--- src/rtl/intc_pkg.sv ---
package intc_pkg;
  typedef enum logic [1:0] {
    SEQ_IDLE = 2'd0,
    SEQ_W2   = 2'd1,
    SEQ_W3   = 2'd2,
    SEQ_W4   = 2'd3
  } seq_e;

  localparam logic [2:0] OP_ROT_OFF    = 3'd0;
  localparam logic [2:0] OP_EOI_ANY    = 3'd1;
  localparam logic [2:0] OP_NONE       = 3'd2;
  localparam logic [2:0] OP_EOI_LINE   = 3'd3;
  localparam logic [2:0] OP_ROT_ON     = 3'd4;
  localparam logic [2:0] OP_EOI_ANY_R  = 3'd5;
  localparam logic [2:0] OP_SET_PRIO   = 3'd6;
  localparam logic [2:0] OP_EOI_LINE_R = 3'd7;

  localparam logic [7:0] BASE_KEEP   = 8'hF8;
  localparam logic [7:0] POLL_EMPTY  = 8'h07;
  localparam logic [7:0] POLL_HIT    = 8'h80;
endpackage

--- src/rtl/intc_rot_pick.sv ---
module intc_rot_pick #(
  parameter int LINES = 8,
  localparam int LW = $clog2(LINES)
) (
  input  logic [LINES-1:0] vec,
  input  logic [LW-1:0]    off,
  output logic             found,
  output logic [LW-1:0]    line,
  output logic [LW:0]      rank
);
  always_comb begin
    found = 1'b0;
    line  = '0;
    rank  = (LW+1)'(LINES);
    for (int i = LINES-1; i >= 0; i--) begin
      logic [LW-1:0] idx;
      idx = off + LW'(i);
      if (vec[idx]) begin
        found = 1'b1;
        line  = idx;
        rank  = (LW+1)'(i);
      end
    end
  end
endmodule

--- src/rtl/intc_init_seq.sv ---
module intc_init_seq
  import intc_pkg::*;
(
  input  logic       clk,
  input  logic       rst,
  input  logic       icw1_wr,
  input  logic       wr1,
  input  logic [7:0] wdata,
  output logic       busy,
  output logic [7:0] vec_base,
  output logic       sfnm,
  output logic       aeoi
);
  seq_e st;
  logic need4, single;

  always_ff @(posedge clk) begin
    if (rst) begin
      st       <= SEQ_IDLE;
      need4    <= 1'b0;
      single   <= 1'b0;
      vec_base <= '0;
      sfnm     <= 1'b0;
      aeoi     <= 1'b0;
    end else if (icw1_wr) begin
      st       <= SEQ_W2;
      need4    <= wdata[0];
      single   <= wdata[1];
      vec_base <= '0;
      sfnm     <= 1'b0;
      aeoi     <= 1'b0;
    end else if (wr1) begin
      case (st)
        SEQ_W2: begin
          vec_base <= wdata & BASE_KEEP;
          if (!single)    st <= SEQ_W3;
          else if (need4) st <= SEQ_W4;
          else            st <= SEQ_IDLE;
        end
        SEQ_W3: st <= need4 ? SEQ_W4 : SEQ_IDLE;
        SEQ_W4: begin
          sfnm <= wdata[4];
          aeoi <= wdata[1];
          st   <= SEQ_IDLE;
        end
        default: ;
      endcase
    end
  end

  assign busy = (st != SEQ_IDLE);

  p_base_load_r3: assert property (@(posedge clk) disable iff (rst)
    (wr1 && st == SEQ_W2) |=> (vec_base == ($past(wdata) & BASE_KEEP)));
  p_word4_modes_r5: assert property (@(posedge clk) disable iff (rst)
    (wr1 && st == SEQ_W4) |=> (sfnm == $past(wdata[4]) && aeoi == $past(wdata[1])));
  p_skip_tail_r4: assert property (@(posedge clk) disable iff (rst)
    (wr1 && st == SEQ_W2 && single && !need4) |=> !busy);
endmodule

--- src/rtl/intc_ocw_exec.sv ---
module intc_ocw_exec
  import intc_pkg::*;
#(
  parameter int LINES = 8,
  localparam int LW = $clog2(LINES)
) (
  input  logic             clk,
  input  logic             rst,
  input  logic             icw1_wr,
  input  logic             ocw2_wr,
  input  logic             ocw3_wr,
  input  logic [7:0]       wdata,
  input  logic             poll_rd,
  input  logic             isr_found,
  input  logic [LW-1:0]    isr_line,
  output logic [LW-1:0]    prio_off,
  output logic             rot_aeoi,
  output logic             read_isr,
  output logic             poll_on,
  output logic             special_mask,
  output logic [LINES-1:0] eoi_clr
);
  logic [2:0]    op;
  logic [LW-1:0] arg;

  assign op  = wdata[7:5];
  assign arg = wdata[LW-1:0];

  always_comb begin
    eoi_clr = '0;
    if (ocw2_wr) begin
      case (op)
        OP_EOI_ANY, OP_EOI_ANY_R:
          if (isr_found) eoi_clr = LINES'(1) << isr_line;
        OP_EOI_LINE, OP_EOI_LINE_R:
          eoi_clr = LINES'(1) << arg;
        default: ;
      endcase
    end
  end

  always_ff @(posedge clk) begin
    if (rst || icw1_wr) begin
      prio_off     <= '0;
      rot_aeoi     <= 1'b0;
      read_isr     <= 1'b0;
      poll_on      <= 1'b0;
      special_mask <= 1'b0;
    end else begin
      if (ocw3_wr && wdata[2]) poll_on <= 1'b1;
      else if (poll_rd)        poll_on <= 1'b0;
      if (ocw3_wr) begin
        if (wdata[1]) read_isr     <= wdata[0];
        if (wdata[6]) special_mask <= wdata[5];
      end
      if (ocw2_wr) begin
        case (op)
          OP_ROT_OFF, OP_ROT_ON: rot_aeoi <= op[2];
          OP_EOI_ANY_R: if (isr_found) prio_off <= isr_line + LW'(1);
          OP_EOI_LINE_R, OP_SET_PRIO: prio_off <= arg + LW'(1);
          default: ;
        endcase
      end
    end
  end

  p_set_prio_r12: assert property (@(posedge clk) disable iff (rst)
    (ocw2_wr && !icw1_wr && op == OP_SET_PRIO) |=> (prio_off == $past(arg) + LW'(1)));
  p_rot_eoi_r10: assert property (@(posedge clk) disable iff (rst)
    (ocw2_wr && !icw1_wr && op == OP_EOI_ANY_R && isr_found) |=> (prio_off == $past(isr_line) + LW'(1)));
  p_rot_flag_r8: assert property (@(posedge clk) disable iff (rst)
    (ocw2_wr && !icw1_wr && (op == OP_ROT_OFF || op == OP_ROT_ON)) |=> (rot_aeoi == $past(op[2])));
endmodule

--- src/rtl/intc_prog_port.sv ---
module intc_prog_port
  import intc_pkg::*;
#(
  parameter int LINES = 8,
  localparam int LW = $clog2(LINES)
) (
  input  logic             clk,
  input  logic             rst,
  input  logic             wr_en,
  input  logic             rd_en,
  input  logic             addr,
  input  logic [7:0]       wdata,
  input  logic [LINES-1:0] irr_in,
  input  logic [LINES-1:0] isr_in,
  output logic [7:0]       rdata,
  output logic [LINES-1:0] imr,
  output logic [7:0]       vec_base,
  output logic [LW-1:0]    prio_off,
  output logic             rot_aeoi,
  output logic             sfnm,
  output logic             aeoi,
  output logic             special_mask,
  output logic             cfg_err,
  output logic [LINES-1:0] isr_clr,
  output logic [LINES-1:0] irr_clr
);
  logic wr0, wr1, rd0, icw1_wr, ocw2_wr, ocw3_wr;
  logic busy, read_isr, poll_on;
  logic req_found, isr_found, poll_hit;
  logic [LW-1:0] req_line, isr_line;
  logic [LW:0]   req_rank, isr_rank;
  logic [LINES-1:0] eoi_clr, poll_clr;

  assign wr0     = wr_en && !addr;
  assign wr1     = wr_en && addr;
  assign rd0     = rd_en && !addr;
  assign icw1_wr = wr0 && wdata[4];
  assign ocw3_wr = wr0 && !wdata[4] && wdata[3];
  assign ocw2_wr = wr0 && !wdata[4] && !wdata[3];

  intc_rot_pick #(.LINES(LINES)) u_req_pick (
    .vec(irr_in & ~imr), .off(prio_off),
    .found(req_found), .line(req_line), .rank(req_rank)
  );

  intc_rot_pick #(.LINES(LINES)) u_isr_pick (
    .vec(isr_in), .off(prio_off),
    .found(isr_found), .line(isr_line), .rank(isr_rank)
  );

  intc_init_seq u_seq (
    .clk(clk), .rst(rst), .icw1_wr(icw1_wr), .wr1(wr1), .wdata(wdata),
    .busy(busy), .vec_base(vec_base), .sfnm(sfnm), .aeoi(aeoi)
  );

  intc_ocw_exec #(.LINES(LINES)) u_ocw (
    .clk(clk), .rst(rst), .icw1_wr(icw1_wr), .ocw2_wr(ocw2_wr),
    .ocw3_wr(ocw3_wr), .wdata(wdata), .poll_rd(rd0),
    .isr_found(isr_found), .isr_line(isr_line),
    .prio_off(prio_off), .rot_aeoi(rot_aeoi), .read_isr(read_isr),
    .poll_on(poll_on), .special_mask(special_mask), .eoi_clr(eoi_clr)
  );

  assign poll_hit = req_found && (req_rank < isr_rank);
  assign poll_clr = (rd0 && poll_on && poll_hit) ? (LINES'(1) << req_line) : '0;

  always_ff @(posedge clk) begin
    if (rst) begin
      imr     <= '0;
      rdata   <= '0;
      cfg_err <= 1'b0;
      isr_clr <= '0;
      irr_clr <= '0;
    end else begin
      isr_clr <= icw1_wr ? '1 : (eoi_clr | poll_clr);
      irr_clr <= icw1_wr ? '1 : poll_clr;
      if (icw1_wr) begin
        imr     <= '0;
        cfg_err <= wdata[1] | wdata[3];
      end else if (wr1 && !busy) begin
        imr <= wdata[LINES-1:0];
      end
      if (rd_en) begin
        if (addr)          rdata <= 8'(imr);
        else if (poll_on)  rdata <= poll_hit ? (POLL_HIT | 8'(req_line)) : POLL_EMPTY;
        else if (read_isr) rdata <= 8'(isr_in);
        else               rdata <= 8'(irr_in);
      end
    end
  end

  p_init_clear_r1: assert property (@(posedge clk) disable iff (rst)
    icw1_wr |=> (imr == '0 && prio_off == '0 && isr_clr == '1 && irr_clr == '1));
  p_reject_r2: assert property (@(posedge clk) disable iff (rst)
    icw1_wr |=> (cfg_err == ($past(wdata[1]) | $past(wdata[3]))));
  p_mask_load_r6: assert property (@(posedge clk) disable iff (rst)
    (wr1 && !busy) |=> (imr == $past(wdata[LINES-1:0])));
  p_poll_form_r13: assert property (@(posedge clk) disable iff (rst)
    (rd0 && poll_on && !icw1_wr) |=>
      ((rdata == POLL_EMPTY && irr_clr == '0) ||
       (rdata[7] && rdata[6:LW] == '0 && $countones(irr_clr) == 1)));
endmodule

--- config.mk ---
export PLATFORM = sky130hd
export DESIGN_NAME = intc_prog_port
export DESIGN_NICKNAME = d
export VERILOG_FILES = /design/src/rtl/intc_pkg.sv /design/src/rtl/intc_rot_pick.sv /design/src/rtl/intc_init_seq.sv /design/src/rtl/intc_ocw_exec.sv /design/src/rtl/intc_prog_port.sv
export SDC_FILE = /design/constraint.sdc
export NUM_CORES = 1
export LEC_CHECK = 0
export ABC_AREA = 1
export BUFFER_PORTS_ARGS = -buffer_cell sky130_fd_sc_hd__buf_4
export CORE_ASPECT_RATIO = 1.1
export CORE_UTILIZATION = 55
export CTS_CLUSTER_SIZE = 40
export DETAILED_ROUTE_END_ITERATION = 8
export GPL_TIMING_DRIVEN = 1
export PLACE_DENSITY = 0.8
export SETUP_SLACK_MARGIN = 0.3
export SLEW_MARGIN = 5
export SYNTH_ARGS = -nofsm -noshare
export SYNTH_HDL_FRONTEND = slang
export SYNTH_SLANG_ARGS = --single-unit
--- constraint.sdc ---
create_clock -name clk -period 3.8 [get_ports clk]
set_input_delay 0.19 -clock clk [delete_from_list [all_inputs] [get_ports clk]]
set_output_delay 0.19 -clock clk [all_outputs]
set_load 0.01 [all_outputs]
==> impl_metrics.toml, run 1 <==
[sta]
maxSlewViolCount = 0
slew-limit-headroom_pct = 56.4
worst_clock_skew_ns = 0.00386
rsz0062_at_grt = "no"
setup_tns_ns = 0
timing.final.setup_violations = 0
finalCriticalPeriod_ns = 3.30
min_period_over_period_pct = 86.7
fmaxAchievable_ghz = 0.303
worst_pin_slew_ns = 0.653
hold_viol = 0

[yosys]
post-synth-top-area-fraction_pct = 28.0
mappedNetlistArea_mm2 = 0.00364
yosys.area_share.adder_pct = 2.06
ys.warnings.count = 0
synth_largest_area_cell = "dfxtp_1"
synth_area_per_cell_um2 = 6.01
dominant_combinational_cell_family_by_area_after_synthesis = "simple AND/OR/NAND/NOR gates"
post_synth_main_area_contributors = "dfxtp_1 (28%), nand2_1 (16%), nand3_1 (13%), a21oi_1 (7.7%), inv_1 (7.2%)"
synthSimpleGateAreaFrac_pct = 38.7
mux_contribution_to_synthesized_area_pct = 0
synth_cell_types = 37
synth-seq-area-share_pct = 28.0
ys_seq_elements = 51
synth_xor_area_share_pct = 1.37
syn_inst = 606
synth-compound-area-share_pct = 18.9

[floorplan]
initial_utilization_pct = 58.1
die_w_um = 79.6
core.rowCount = 30
fp.coreArea_mm2 = 0.00627
fp.dieH_um = 87.4
die_area_mm2 = 0.00695
i_o_pin_cnt = 77

[cts]
cts-hold-fix-buffers = 0
clock_tree.buffer_depth = 2
clk_transition_reported_paths_ns = 0.08
number_of_buffers_added_by_the_clock_tree_synthesis_step = 5
tritoncts = "done"
source_to_sink_clock_delay_at_the_later_pin_of_the_worst_skew_pair_ns = 0.30
clock-root-buffer = "clkbuf_8"
count_of_clock_tree_sinks = 51
htree_num_levels = 2

[critical_path]
timing.critical_path.to_type = "flip-flop"
critical_path.max_stage_delay_ns = 0.50
critPathMostFrequentCell = "nand3_1"
cpMaxStageDelayCell = "a2111oi_4"
worst-path-buf-inv = 4
crit_chain = "inv_2 -> ha_1 -> clkinvlp_4 -> nand3_1 -> nand3_1 -> nand2_1 -> inv_1 -> nand2_1 -> nor3_1 -> nand3_1 -> ha_1 -> a2111oi_4 -> buf_4 -> nand3_1 -> nand3_1 -> a21oi_1"
critical_path_arrival_ns = 3.48
critPathLaunchType = "flip-flop"
cp_data_required_time_ns = 3.99
timing.setup.critical_path_class = "reg -> reg"
critical_path_peak_fanout = 13
critical_path.top_delay_family = "simple AND/OR/NAND/NOR gates"

[cells_and_area]
mostFrequentLayoutCells = "nand2_1 (160), nand3_1 (97), buf_4 (80)"
design.final.nets = 713
n_antenna_cell = 0
mostFrequentLayoutCell = "nand2_1"
layout-drive-gt1-share_pct = 16.1
synthToLayoutAreaGrowth_pct = 20.1
finalNonFillerCells = 758

[outcome]
outcome = "finished, final reports clean"

[run]
timing.max_cap.violations = 0

[routing]
maxUsedRoutingLayer = "met4"
drtIter0Drc = 291
postRouteAntennaNets = 0
finalWirelength_um = 11800
route.layer.met1.wl_um = 4900
dr_total_vias = 4327
route.detailed.wl_per_inst_um = 15.5
initial_drt_pass_iterations = 5
routed_vias_inst = 5.71
route.met2.wl_um = 5830
post-route-drc-count = 0
dr_wl_met3_um = 616

[placement]
hpwl_um = 9370
gp_routability_congestion = 0.946
place.port_buffers = 73
placed_cells = 748

[global_route]
first_pass_grt_wire_length_um = 18500
grt_util_all_layers_pct = 34.5
vias_in_the_first_global_route = 4071
grt_overflow = 0
grt_antenna_before_repair = 0
grt_start_max_net_pins = 24

[power_and_ir_drop]
clock_power_share_pct = 24.4
net_switching_power_figure_uw = 434
p_comb_share_pct = 30.7
power.ir.vdd_worst_v = 0.000398
sequentialPowerShare_pct = 45.0
p_leak_uw = 0.00224
power_density_mw_per_mm2 = 289
power_switching_share_pct = 34.2
cell_internal_pwr_uw = 833

[hold_path]
worst_hold_path_class = "in -> reg"
-- metrics by stage --
stage               instance area (µm²)  hold slack (ns)  utilization [%]  power (µW)  worst slack [ns]
global placement                   4240            0.405             67.6         950             0.416
finish                             4380            0.105             69.8        1270             0.505
floorplan                          3650            0.259                -         829             0.398
global route                       4380           0.0983             69.8        1330             0.280
CTS                                4320           0.0966             69.0        1260             0.303
detailed placement                 4240            0.414             67.6         958             0.342
-- path summary, 6_finish.rpt --
| path | startpoint | end | slack, ns | depth (start not counted) |
|---|---|---|---|---|
| setup / recovery | u_ocw.prio_off[0]$_SDFFE_PP0P_ | rdata[1]$_SDFFE_PP0P_ | 0.50 | 16 |
| hold / removal | rst | u_seq.st[0]$_SDFFE_PP0P_ | 0.10 | 2 |
| setup reg to reg | u_ocw.prio_off[0]$_SDFFE_PP0P_ | rdata[1]$_SDFFE_PP0P_ | 0.50 | 16 |
| hold reg to reg | u_ocw.rot_aeoi$_SDFFE_PP0P_ | u_ocw.rot_aeoi$_SDFFE_PP0P_ | 0.45 | 2 |
-- state kept, by name, indices dropped and copies added, names as in the netlist, 2 cells and up --
register,flops
irr_clr,8
imr,8
u_ocw.prio_off,3
u_seq.vec_base,5
rdata,8
u_seq.st,2
isr_clr,8
-- power by group through the flow --
stage	clock network (µW)	logic, µW	registers, µW
after global routing	332	429	571
after detailed placement	0	377	581
final	309	389	569
after floorplan	0	242	587
after global placement	0	369	581
after CTS	312	379	569
-- synth_stat cells --
| cell type | n |
|---|---|
| nand2_1 | 160 |
| nand3_1 | 98 |
| inv_1 | 70 |
| a21oi_1 | 56 |
| dfxtp_1 | 51 |
| o21ai_0 | 50 |
| nor2_1 | 45 |
| clkbuf_1 | 7 |
| ha_1 | 6 |
| buf_2 | 5 |
| inv_2 | 5 |
| nand2_2 | 5 |
| nand3b_1 | 5 |
| buf_4 | 4 |
| nand4_1 | 4 |
| o21a_1 | 4 |
| o21bai_1 | 4 |
| nor3_1 | 3 |
| o211ai_1 | 3 |
| buf_6 | 2 |
| clkinv_1 | 2 |
| xnor2_2 | 2 |
| a2111oi_4 | 1 |
| a21boi_0 | 1 |
| a221oi_1 | 1 |
| a31oi_1 | 1 |
| buf_1 | 1 |
| conb_1 | 1 |
| nand2_4 | 1 |
| nand3_4 | 1 |
| nor2_2 | 1 |
| o21ai_2 | 1 |
| o221ai_1 | 1 |
| o22ai_1 | 1 |
| or2_1 | 1 |
| xnor2_1 | 1 |
| xor2_1 | 1 |
-- cell type report --
| type | instances | area [µm²] |
|---|---|---|
| multi-input cells | 461 | 2250 |
| fillers | 576 | 1890 |
| flip-flops and latches | 51 | 1020 |
| repair buffers | 82 | 623 |
| inverters | 77 | 293 |
| well taps | 80 | 100 |
| clock buffers | 6 | 82.6 |
| clock inverters | 1 | 5.00 |
-- what timing repair did --
action	4_1_cts	5_1_grt
endpoints found under the hold margin	0	0
buffers inserted	0	3
resized for setup	0	6
endpoints found under the setup margin	0	20
-- layer usage --
layer	up-vias	GRT usage (%)
met5	-	0
met4	0	17.5
met3	39	5.24
met2	167	60.5
met1	1995	40.6
li1	2126	-
-- kinds of logic (layout without fill, tap and decap cells) --
| group | after synthesis | in the layout |
|---|---|---|
| fa+ha+maj | 6 | 6 |
| buf+inv | 96 | 166 |
| xor+xnor | 4 | 4 |
| other cells | 1 | 3 |
| compound gates | 124 | 124 |
| flops | 51 | 51 |
| simple gates | 324 | 324 |
(Power assumes the default switching activity.)
==> inputs of run 2 (changes only) <==
--- a/config.mk
+++ b/config.mk
@@ -5,14 +5,13 @@
 export SDC_FILE = /design/constraint.sdc
 export NUM_CORES = 1
 export LEC_CHECK = 0
-export ABC_AREA = 1
 export BUFFER_PORTS_ARGS = -buffer_cell sky130_fd_sc_hd__buf_4
 export CORE_ASPECT_RATIO = 1.1
-export CORE_UTILIZATION = 55
+export CORE_UTILIZATION = 57
 export CTS_CLUSTER_SIZE = 40
 export DETAILED_ROUTE_END_ITERATION = 8
 export GPL_TIMING_DRIVEN = 1
-export PLACE_DENSITY = 0.8
+export PLACE_DENSITY = 0.81
 export SETUP_SLACK_MARGIN = 0.3
 export SLEW_MARGIN = 5
 export SYNTH_ARGS = -nofsm -noshare
==> run 2 against run 1 <==
The flow now finishes with violations (DRC). First-iteration DRC count increased by 32%. Maximum frequency shrank 12%. Hold slack better by 0.049 ns. Combinational power increased by 19%. Global-route usage increased by 4.1 points. Synthesized area grew 18%. Non-clock buffer count grew 53. Via count rose by 7.8%. Clock power up 43%. Critical path depth fell by 4. Highest routed layer unchanged.
==> impl_metrics.toml, run 2 <==
[routing]
route.detailed.wl_per_inst_um = 21.9
post-route-drc-count = 2
initial_drt_pass_iterations = 8
postRouteAntennaNets = 0
routed_vias_inst = 6.76
drtIter0Drc = 384
dr_total_vias = 4663
finalWirelength_um = 15100

[cts]
htree_num_levels = 2
source_to_sink_clock_delay_at_the_later_pin_of_the_worst_skew_pair_ns = 0.31
count_of_clock_tree_sinks = 51
number_of_buffers_added_by_the_clock_tree_synthesis_step = 5
clock-root-buffer = "clkbuf_8"
tritoncts = "done"
clock_tree.buffer_depth = 2
clk_transition_reported_paths_ns = 0.09

[sta]
hold_viol = 0
maxSlewViolCount = 0
fmaxAchievable_ghz = 0.267
min_period_over_period_pct = 98.4
timing.final.setup_violations = 0
finalCriticalPeriod_ns = 3.74
slew-limit-headroom_pct = 48.5
worst_pin_slew_ns = 0.771
rsz0062_at_grt = "yes"
worst_clock_skew_ns = 0.00524
setup_tns_ns = 0

[critical_path]
reg2reg_setup_slack_ns = 0.06
critical_path_peak_fanout = 5
worst-path-buf-inv = 1
cpMaxStageDelayCell = "mux4_2"
worst-r2r-cell-count = 12
critical_path_arrival_ns = 3.98
critical_path.max_stage_delay_ns = 0.56
r2r-end = "isr_clr[6]$_SDFF_PP0_"
crit_reg_reg_startpoint = "u_ocw.prio_off[0]$_SDFFE_PP0P_"
crit_chain = "inv_8 -> ha_4 -> mux4_2 -> mux2i_4 -> and2_4 -> nand4_1 -> ha_1 -> a211oi_2 -> o31ai_2 -> a221o_1 -> or4b_4 -> nand3_2"
timing.setup.critical_path_class = "reg -> reg"
critPathLaunchType = "flip-flop"
critical_path.top_delay_family = "simple AND/OR/NAND/NOR gates"
timing.critical_path.to_type = "flip-flop"
cp_data_required_time_ns = 4.05

[placement]
place.port_buffers = 73
gp_routability_congestion = 0.996
dpl_cell_area_mm2 = 0.00517
hpwl_um = 11200

[outcome]
outcome = "finished, violations left"
failed_checks = "DRC"

[power_and_ir_drop]
power.ir.vdd_worst_v = 0.000325
power_uw = 1470
p_leak_uw = 0.00240
power_density_mw_per_mm2 = 259

[yosys]
synth-seq-area-share_pct = 23.7
ys.warnings.count = 0
synth-edff-count = 0
post_synth_main_area_contributors = "dfxtp_1 (24%), mux4_2 (10%), mux2i_1 (9.5%), nor2_1 (4.8%), nand2_1 (3.8%)"
synth_area_per_cell_um2 = 8.75
mappedNetlistArea_mm2 = 0.00431
post-synth-top-area-fraction_pct = 23.7
ys_seq_elements = 51
synth_async_sr_flop_share_pct = 0
yosys_most_used_dff = "dfxtp_1"
synth_largest_area_cell = "dfxtp_1"
synthTopCellsByCount = "nor2_1 (55), dfxtp_1 (51), nand2_1 (44)"
post-synth-top-count-cell = "nor2_1"
synth_cell_types = 74
syn_inst = 493

[floorplan]
die_area_mm2 = 0.00792
fp.dieH_um = 93.2
die_w_um = 84.9
fp.coreArea_mm2 = 0.00717
initial_utilization_pct = 60.2
i_o_pin_cnt = 77
core.rowCount = 32

[cells_and_area]
n_antenna_cell = 0
synthToLayoutAreaGrowth_pct = 31.6
final_core_utilization_pct = 79.2
mostFrequentLayoutCells = "buf_4 (130), nor2_1 (53), dfxtp_1 (46)"
design.final.nets = 639
mostFrequentLayoutCell = "buf_4"
finalInstanceArea_mm2 = 0.00568
layout-drive-gt1-share_pct = 37.5

[global_route]
grt_overflow = 0
first_pass_grt_wire_length_um = 23700
grt_antenna_before_repair = 0
grt_start_max_net_pins = 24
grt_util_all_layers_pct = 38.7
vias_in_the_first_global_route = 4449

[hold_path]
min_delay_path_depth = 3
worst_hold_path_class = "in -> reg"
whs_endpoint = "imr[7]$_SDFFE_PP0P_"
min_from = "wdata[7]"

[run]
timing.max_cap.violations = 0
==> run 2: cell types whose count changed after synthesis, sizes merged, moves of 15 or more <==
| cell | change |
|---|---|
| a21oi | -33 |
| inv | -59 |
| mux2 | +15 |
| mux2i | +42 |
| mux4 | +24 |
| nand2 | -122 |
| nand3 | -87 |
| o21ai | -34 |
==> run 2: tightest hold or removal path: cells and delay by family <==
family	cells	cell delay [ns]
AND/OR/NAND/NOR	1	0.07
multiplexers	1	0.07
buffers and inverters	1	0.10
==> run 2: how the worst max path moves through the flow <==
stage,from,endpoint,slack [ns],cells past startpoint
floorplan,u_ocw.prio_off[1]$_SDFFE_PP0P_,isr_clr[2]$_SDFF_PP0_,0.02,15
global placement,u_ocw.prio_off[0]$_SDFFE_PP0P_,isr_clr[2]$_SDFF_PP0_,0.1,12
detailed placement,u_ocw.prio_off[0]$_SDFFE_PP0P_,isr_clr[2]$_SDFF_PP0_,-0.06,12
CTS,u_ocw.prio_off[0]$_SDFFE_PP0P_,irr_clr[2]$_SDFF_PP0_,0.19,12
global route,u_ocw.prio_off[0]$_SDFFE_PP0P_,isr_clr[6]$_SDFF_PP0_,-0.008,15
finish,u_ocw.prio_off[0]$_SDFFE_PP0P_,isr_clr[6]$_SDFF_PP0_,0.06,12
==> run 2: through the flow <==
| step | hold slack [ns] | cells | setup slack (ns) |
|---|---|---|---|
| after floorplan | 0.334 | 495 | 0.0205 |
| after global placement | 0.453 | 659 | 0.0975 |
| after detailed placement | 0.473 | 659 | -0.0642 |
| after CTS | 0.159 | 677 | 0.189 |
| after global routing | 0.158 | 690 | -0.00799 |
| final | 0.153 | 690 | 0.0615 |
==> run 2: final cells by class <==
class                      count  area [µm²]
clock buffer                   6        72.6
clock inverter                 2        60.1
fill                         467        1490
inverter                      18        81.3
multi-input combinational    393        3270
sequential                    51        1030
tap                           85         106
timing repair buffer         135        1050
==> run 2: cell families after synthesis <==
kind of cell | share of synthesized area, %
AOI/OAI and AO/OA | 20.0
DFF | 23.7
other | 0.0869
and+or+nand+nor | 20.7
xor gates and xnor gates | 1.19
muxes | 26.9
buffers and inverters | 5.72
adders and majority gates | 1.74
==> run 2: what timing repair did <==
action / 4_1_cts / 5_1_grt
pin swaps: 7 / 7
gates cloned: 0 / 0
resized for setup: 30 / 19
hold buffers: 0 / 0
endpoints found under the setup margin: 20 / 22
setup buffers: 10 / 13
==> run 2: per-layer routing <==
metal,part of all wire [%],up-vias,GRT usage [%]
li1,-,2101,-
met1,38,2190,46.7
met2,50,319,68.1
met3,8.6,53,6.88
met4,3.3,0,15.8
met5,0,-,0
==> run 2: where the power goes <==
group	leakage, µW	internal [µW]	switching (µW)	total, µW
clock network	0.0000654	263	179	442
logic	0.00192	210	253	463
registers	0.000418	551	14.2	565
total	0.00240	1020	446	1470
==> inputs of run 3 (changes only) <==
--- a/config.mk
+++ b/config.mk
@@ -5,7 +5,7 @@
 export SDC_FILE = /design/constraint.sdc
 export NUM_CORES = 1
 export LEC_CHECK = 0
-export BUFFER_PORTS_ARGS = -buffer_cell sky130_fd_sc_hd__buf_4
+export BUFFER_PORTS_ARGS = -buffer_cell sky130_fd_sc_hd__buf_2
 export CORE_ASPECT_RATIO = 1.1
 export CORE_UTILIZATION = 57
 export CTS_CLUSTER_SIZE = 40
==> run 3 against run 2 <==
The flow still finishes with violations (DRC). Final cell count rose by 1.6%. Design area shrank 0.73%. Sequential share of layout area grew 0.11 points. Clock power is 23% lower. First-iteration DRC count increased by 9.9%. Critical path type unchanged. Critical endpoint is now irr_clr[6]$_SDFF_PP0_. Largest power group unchanged.
==> impl_metrics.toml, run 3 (synthesis gave the netlist of run 2 again) <==
[cells_and_area]
synthToLayoutAreaGrowth_pct = 30.7
multi_input_area_mm2 = 0.00334
layout-drive-gt1-share_pct = 39.8
sequential_cell_area_mm2 = 0.00103
mostFrequentLayoutCells = "buf_2 (73), buf_4 (66), nor2_1 (53)"
fillers = 468
n_antenna_cell = 0
final_core_utilization_pct = 78.6
design.final.nets = 650
mostFrequentLayoutCell = "buf_2"

[sta]
worst_clock_skew_ns = 0.00909
setup_tns_ns = 0
hold_viol = 0
rsz0062_at_grt = "yes"
finalCriticalPeriod_ns = 3.70
maxSlewViolCount = 0
worst_pin_slew_ns = 0.778
slew-limit-headroom_pct = 47.4
timing.final.setup_violations = 0
fmaxAchievable_ghz = 0.270
min_period_over_period_pct = 97.4

[cts]
clk_transition_reported_paths_ns = 0.09
htree_num_levels = 2
source_to_sink_clock_delay_at_the_later_pin_of_the_worst_skew_pair_ns = 0.30
count_of_clock_tree_sinks = 51
tritoncts = "done"
number_of_buffers_added_by_the_clock_tree_synthesis_step = 5
clock-root-buffer = "clkbuf_8"
clock_tree.buffer_depth = 2

[placement]
place.port_buffers = 73
hpwl_um = 10500
gp_routability_congestion = 0.959

[global_route]
grt_overflow = 0
grt_start_max_net_pins = 24
vias_in_the_first_global_route = 4563
grt_util_all_layers_pct = 37.8
first_pass_grt_wire_length_um = 23100
grt_antenna_before_repair = 0

[critical_path]
timing.setup.critical_path_class = "reg -> reg"
timing.critical_path.to_type = "flip-flop"
worst-path-buf-inv = 9
critPathLaunchType = "flip-flop"
critical_path_arrival_ns = 3.93
reg2reg_setup_slack_ns = 0.1
critPathMostFrequentCell = "buf_4"
critical_path.top_delay_family = "simple AND/OR/NAND/NOR gates"
cpMaxStageDelayCell = "or4b_4"
critical_path.max_stage_delay_ns = 0.52
crit_chain = "buf_8 -> buf_8 -> nor4b_1 -> a31oi_1 -> buf_4 -> buf_4 -> buf_4 -> buf_4 -> buf_4 -> buf_4 -> buf_4 -> o221ai_1 -> a31o_2 -> a221o_1 -> nor3b_2 -> or4b_4 -> nand2_1"
cp_data_required_time_ns = 4.03
critical_path_peak_fanout = 7

[routing]
dr_total_vias = 4747
post-route-drc-count = 2
routed_vias_inst = 6.77
finalWirelength_um = 14700
drtIter0Drc = 422
postRouteAntennaNets = 0
initial_drt_pass_iterations = 9
route.detailed.wl_per_inst_um = 20.9

[power_and_ir_drop]
power_density_mw_per_mm2 = 245
p_leak_uw = 0.00245
power_uw = 1380
power.ir.vdd_worst_v = 0.000309

[outcome]
outcome = "finished, violations left"
failed_checks = "DRC"

[floorplan]
fp.coreArea_mm2 = 0.00717
die_w_um = 84.9
fp.dieH_um = 93.2
die_area_mm2 = 0.00792
initial_utilization_pct = 60.2
core.rowCount = 32
i_o_pin_cnt = 77

[hold_path]
worst_hold_path_class = "in -> reg"

[run]
timing.max_cap.violations = 0
==> run 3: what timing repair did <==
item,4_1_cts,5_1_grt
pin swaps,6,14
setup buffers,32,4
resized for setup,39,17
hold buffers,0,0
endpoints found under the setup margin,17,22
==> run 3: routing by layer <==
layer | track usage, % | routed length [µm] | vias to the layer above
met1 | 45.6 | 5420 | 2260
met4 | 17.9 | 618 | 0
met3 | 6.35 | 1370 | 58
met5 | 0 | 0 | -
met2 | 65.7 | 7260 | 314
li1 | - | - | 2115
==> run 3: worst register-to-register path, stage by stage, from the launching register on <==
cell,delay (ns)
dfxtp_4,0.41
buf_8,0.16
buf_8,0.13
nor4b_1,0.26
a31oi_1,0.11
buf_4,0.17
buf_4,0.12
buf_4,0.12
buf_4,0.12
buf_4,0.12
buf_4,0.12
buf_4,0.13
o221ai_1,0.21
a31o_2,0.19
a221o_1,0.31
nor3b_2,0.34
or4b_4,0.52
nand2_1,0.10
==> run 3: metrics by stage <==
| stage | setup slack, ns | hold slack [ns] | instances | area (µm²) |
|---|---|---|---|---|
| final | 0.0990 | 0.195 | 701 | 5640 |
| after global routing | -0.0398 | 0.206 | 701 | 5640 |
| after CTS | 0.265 | 0.185 | 697 | 5490 |
| after detailed placement | 0.0315 | 0.448 | 657 | 4970 |
| after global placement | 0.108 | 0.444 | 657 | 4970 |
| after floorplan | 0.0205 | 0.334 | 495 | 4420 |
==> run 3: where the power goes <==
group	switching [µW]	total (µW)	internal, µW
logic	264	476	212
clock network	172	339	166
registers	14.0	564	550
total	450	1380	929
==> run 3: cell type report <==
cell class	count	area share, %
Multi-Input combinational cell	393	59.3
Sequential cell	51	18.3
Timing Repair Buffer	146	17.3
Inverter	18	1.42
Tap cell	85	1.89
Clock buffer	8	1.78
==> run 3: worst paths after layout <==
| path | startpoint | cells after the start | to |
|---|---|---|---|
| max | u_ocw.prio_off[0]$_SDFFE_PP0P_ | 17 | irr_clr[6]$_SDFF_PP0_ |
| min | wdata[7] | 3 | imr[7]$_SDFFE_PP0P_ |
| max reg2reg | u_ocw.prio_off[0]$_SDFFE_PP0P_ | 17 | irr_clr[6]$_SDFF_PP0_ |
| min reg2reg | u_ocw.special_mask$_SDFFE_PP0P_ | 2 | u_ocw.special_mask$_SDFFE_PP0P_ |
